File: config.mk
export PLATFORM = sky130hd
export DESIGN_NAME = imp_upd_sched
export DESIGN_NICKNAME = d
export VERILOG_FILES = /design/src/rtl/imp_upd_sched.sv
export SDC_FILE = /design/constraint.sdc
export NUM_CORES = 1
export LEC_CHECK = 0
export BUFFER_PORTS_ARGS = -buffer_cell sky130_fd_sc_hd__clkbuf_2
export CAP_MARGIN = 10
export CORE_ASPECT_RATIO = 1.5
export CORE_MARGIN = 10
export CORE_UTILIZATION = 25
export CTS_BUF_LIST = sky130_fd_sc_hd__clkbuf_16
export CTS_CLUSTER_DIAMETER = 30
export CTS_CLUSTER_SIZE = 25
export DETAILED_ROUTE_END_ITERATION = 16
export PLACE_DENSITY_LB_ADDON = 0.15
export SYNTH_ARGS = -nofsm -noshare
export SYNTH_HDL_FRONTEND = slang
export SYNTH_SLANG_ARGS = --single-unit
File: constraint.sdc
create_clock -name clk -period 7.9 [get_ports clk]
set_clock_uncertainty 0.2 [all_clocks]
set_input_delay 1.185 -clock clk [delete_from_list [all_inputs] [get_ports clk]]
set_output_delay 1.185 -clock clk [all_outputs]
set_load 0.1 [all_outputs]
File: src/rtl/imp_upd_sched.sv
module imp_upd_sched #(
  parameter int CODE_W = 6,
  parameter int RES_W = 10,
  parameter int MIN_GAP = 32,
  parameter int SETTLE_CYCLES = 1024,
  parameter logic [CODE_W-1:0] RESET_CODE = 6'h20
) (
  input  logic              clk,
  input  logic              rst_n,
  input  logic              cyc_sel,
  input  logic              cyc_read,
  input  logic              oe_off,
  input  logic [CODE_W-1:0] cal_code,
  input  logic [RES_W-1:0]  ext_res,
  output logic              upd_stb,
  output logic [CODE_W-1:0] drv_code,
  output logic              settled,
  output logic [RES_W-1:0]  tgt_imp
);
  localparam int GW = (MIN_GAP > 2) ? $clog2(MIN_GAP) : 1;
  localparam int NW = $clog2(SETTLE_CYCLES + 1);
  localparam logic [GW-1:0] GAP_MAX = GW'(MIN_GAP - 1);
  localparam logic [NW-1:0] NR_MAX = NW'(SETTLE_CYCLES);

  logic [GW-1:0] gap_cnt;
  logic [NW-1:0] nr_cnt;
  logic          is_read, drives_out, gap_done;

  assign is_read    = cyc_sel & cyc_read;
  assign drives_out = is_read & ~oe_off;
  assign gap_done   = (gap_cnt == GAP_MAX);
  assign upd_stb    = gap_done & ~drives_out;
  assign settled    = (nr_cnt == NR_MAX);
  assign tgt_imp    = ext_res / RES_W'(5);

  always_ff @(posedge clk or negedge rst_n) begin
    if (!rst_n)
      gap_cnt <= '0;
    else if (upd_stb)
      gap_cnt <= '0;
    else if (!gap_done)
      gap_cnt <= gap_cnt + GW'(1);
  end

  always_ff @(posedge clk or negedge rst_n) begin
    if (!rst_n)
      nr_cnt <= '0;
    else if (!is_read && !settled)
      nr_cnt <= nr_cnt + NW'(1);
  end

  always_ff @(posedge clk or negedge rst_n) begin
    if (!rst_n)
      drv_code <= RESET_CODE;
    else if (upd_stb)
      drv_code <= cal_code;
  end
endmodule

==> flow_metrics.py <==
metrics = {
    "setup_path": {
        "cp_max_fo": 21,
        "crit_path_start": "ext_res[5]",
        "r2r-start": "nr_cnt[0]$_DFFE_PN0P_",
        "path_class": "in -> out",
        "required_ps": 6510,
        "critPathCaptureType": "primary output",
        "start_kind": "input pin",
        "critPathArrivalTime_ps": 4690,
        "worst-r2r-cell-count": 8,
    },
    "logic_synthesis": {
        "ys_types": 74,
        "async_flop_share_pct": 100,
        "ys.flop_type": "dfrtp_1",
        "post_synth.cell_area_avg_sq_um": 8.45,
        "synth.cell_area_sq_um": 2070,
        "synth_edf_count": 0,
        "synth_seq_cells": 22,
        "yosysWarningCount": 0,
        "yosysSeqAreaShare_pct": 26.7,
        "netlist_instances": 245,
    },
    "sta": {
        "max_freq_mhz": 165,
        "rsz0062_at_grt": "no",
        "finalCritPeriodShare_pct": 76.9,
        "worstMarginPinSlew_ps": 635,
        "maxSlewViolCount": 0,
        "whs_ps": 257,
        "finalHoldViolations": 0,
        "finalSetupViolCount": 0,
        "fin_crit_ps": 6080,
        "slew_headroom_pct": 57.4,
        "finalSetupTns_ps": 0,
    },
    "clocking": {
        "root_buffer": "clkbuf_16",
        "path_clk_slew_ps": 60,
        "clk_latency_ps": 260,
        "clock-sinks": 22,
        "cts_buffers": 3,
        "cts_buffer_depth": 2,
        "postCtsResizedCells": 0,
        "cts_tree": "built",
        "hold_buffers": 0,
        "htree_levels": 1,
        "postCtsSetupRepairBufs": 0,
    },
    "route": {
        "firstDrtPassIters": 6,
        "dr_total_vias": 1872,
        "viasPerCell": 4.98,
        "drt-initial-drc-count": 70,
        "finalWirelength_mm": 5.32,
        "ant_nets": 0,
        "drc": 0,
        "wl_per_cell_um": 14.2,
    },
    "power": {
        "vdd_drop_max_mv": 0.126,
        "power_density_nw_per_um2": 296,
        "leakage_uw": 0.00103,
        "power_uw": 699,
    },
    "floorplan": {
        "die_y_um": 131,
        "dieArea_sq_um": 12400,
        "io_pins": 39,
        "start_util_pct": 25.7,
        "core_sq_um": 8060,
        "die_x_um": 94.3,
        "rows": 40,
    },
    "global_routing": {
        "antenna_found_initial": 0,
        "grt_pass1_vias": 1884,
        "grtUsageTotal_pct": 8.64,
        "overflow": 0,
        "grt_pass1_wl_mm": 9.05,
        "grt_start_max_net_pins": 25,
    },
    "worst_hold_path": {
        "hold_class": "reg -> reg",
        "worstHoldPathCells": 2,
        "min_from": "drv_code[5]$_DFFE_PN1P_",
    },
    "placed_design": {
        "hpwlAfterDp_mm": 4.18,
        "gp_congestion": 0.793,
        "placed_cell_area_sq_um": 2260,
        "place.port_buffers": 36,
        "dp.cells": 372,
    },
    "layout": {
        "nets": 299,
        "area_growth_pct": 14.2,
        "stdcell_count": 376,
        "antennaDiodeCount": 0,
        "fin_area_sq_um": 2360,
        "drive_gt1_share_pct": 24.4,
        "fill_cells": 876,
    },
    "job": {
        "maxCapViolCount": 0,
    },
    "status": {
        "status": "complete, no violations",
    },
}
[worst max-delay path: stages]
cell	delay (ps)
clkbuf_2	260
and3b_1	250
or3_1	370
a21oi_2	280
nor3_2	140
a31oi_1	200
or2_0	200
and3_1	210
ha_1	270
o41ai_1	110
and3_1	200
nor4_2	300
nor4_2	90
a31oi_2	140
clkbuf_2	480
[per-layer routing]
layer | track usage, % | up-vias | wire length [um]
met4 | 3.39 | 0 | 135
li1 | - | 949 | -
met5 | 0 | - | 0
met1 | 10.4 | 872 | 2260
met3 | 1.31 | 11 | 178
met2 | 14.7 | 40 | 2750
[cell usage after synthesis (3+ instances only)]
cell type / n / area share [%]
nand2_1: 33 / 6.0
dfrtp_1: 21 / 25
nor2_1: 17 / 3.1
nand3_1: 10 / 2.4
xnor2_1: 10 / 4.2
o21ai_0: 9 / 2.2
inv_1: 8 / 1.5
a21oi_1: 7 / 1.7
nor4_1: 7 / 2.1
buf_4: 6 / 2.2
buf_6: 6 / 3.3
ha_1: 6 / 3.6
nand4_1: 6 / 1.8
nor2b_1: 6 / 1.8
and3_1: 5 / 1.5
nor3_1: 5 / 1.2
nand4b_1: 4 / 1.7
a21oi_2: 3 / 1.3
a31oi_1: 3 / 0.91
nand2b_1: 3 / 0.91
o22ai_1: 3 / 0.91
[state kept, by name, indices dropped and copies added (netlist names)]
register	count
gap_cnt	5
drv_code	6
nr_cnt	11
[final timing paths]
path / to / slack (ps)
min in group asynchronous: drv_code[2]$_DFFE_PN0P_ / 710
worst max register to register: nr_cnt[9]$_DFFE_PN0P_ / 5480
worst min register to register: drv_code[5]$_DFFE_PN1P_ / 260
max in group asynchronous: gap_cnt[1]$_DFFE_PN0P_ / 6420
worst min-delay path: drv_code[5]$_DFFE_PN1P_ / 260
worst max-delay path: tgt_imp[0] / 1820
[where the power goes]
part,internal (uW),switching [uW],leakage (uW)
Combinational,88.2,271,0.000710
Sequential,161,35.9,0.000273
Clock,101,42.1,0.0000511
[cells in the final DEF (no fill, tap or decap), types with 6 or more instances in the layout]
| master | Yosys | layout |
|---|---|---|
| a21oi_1 | 7 | 7 |
| clkbuf_2 | 0 | 36 |
| dfrtp_1 | 21 | 21 |
| ha_1 | 6 | 6 |
| inv_1 | 8 | 8 |
| nand2_1 | 33 | 33 |
| nand3_1 | 10 | 10 |
| nand4_1 | 6 | 6 |
| nor2_1 | 17 | 17 |
| nor2b_1 | 6 | 6 |
| nor4_1 | 7 | 7 |
| o21ai_0 | 9 | 9 |
| xnor2_1 | 10 | 10 |
[cells by family after synthesis]
group	synth area share (%)
simple gates	34.3
compound gates	18.7
buf+inv	8.10
flops	26.7
xor+xnor	5.86
fa+ha+maj	4.59
mux	1.57
other cells	0.181
[layout make-up]
cell class,instances,area [sq um],area share [%]
clock buffer,3,75.1,3.18
clock inverter,1,30.0,1.27
inverter,11,41.3,1.75
multi-input combinational,198,1350,57.3
sequential,22,552,23.3
tap,105,131,5.56
timing repair buffer,36,180,7.62
[stage by stage]
step	util, %	worst slack (ps)
final	29.3	1820
after detailed placement	28.0	1820
after global placement	28.0	1800
after global routing	29.3	1500
after floorplan	-	1980
after CTS	29.3	1810
No activity file was read; power rests on OpenSTA's default activity.
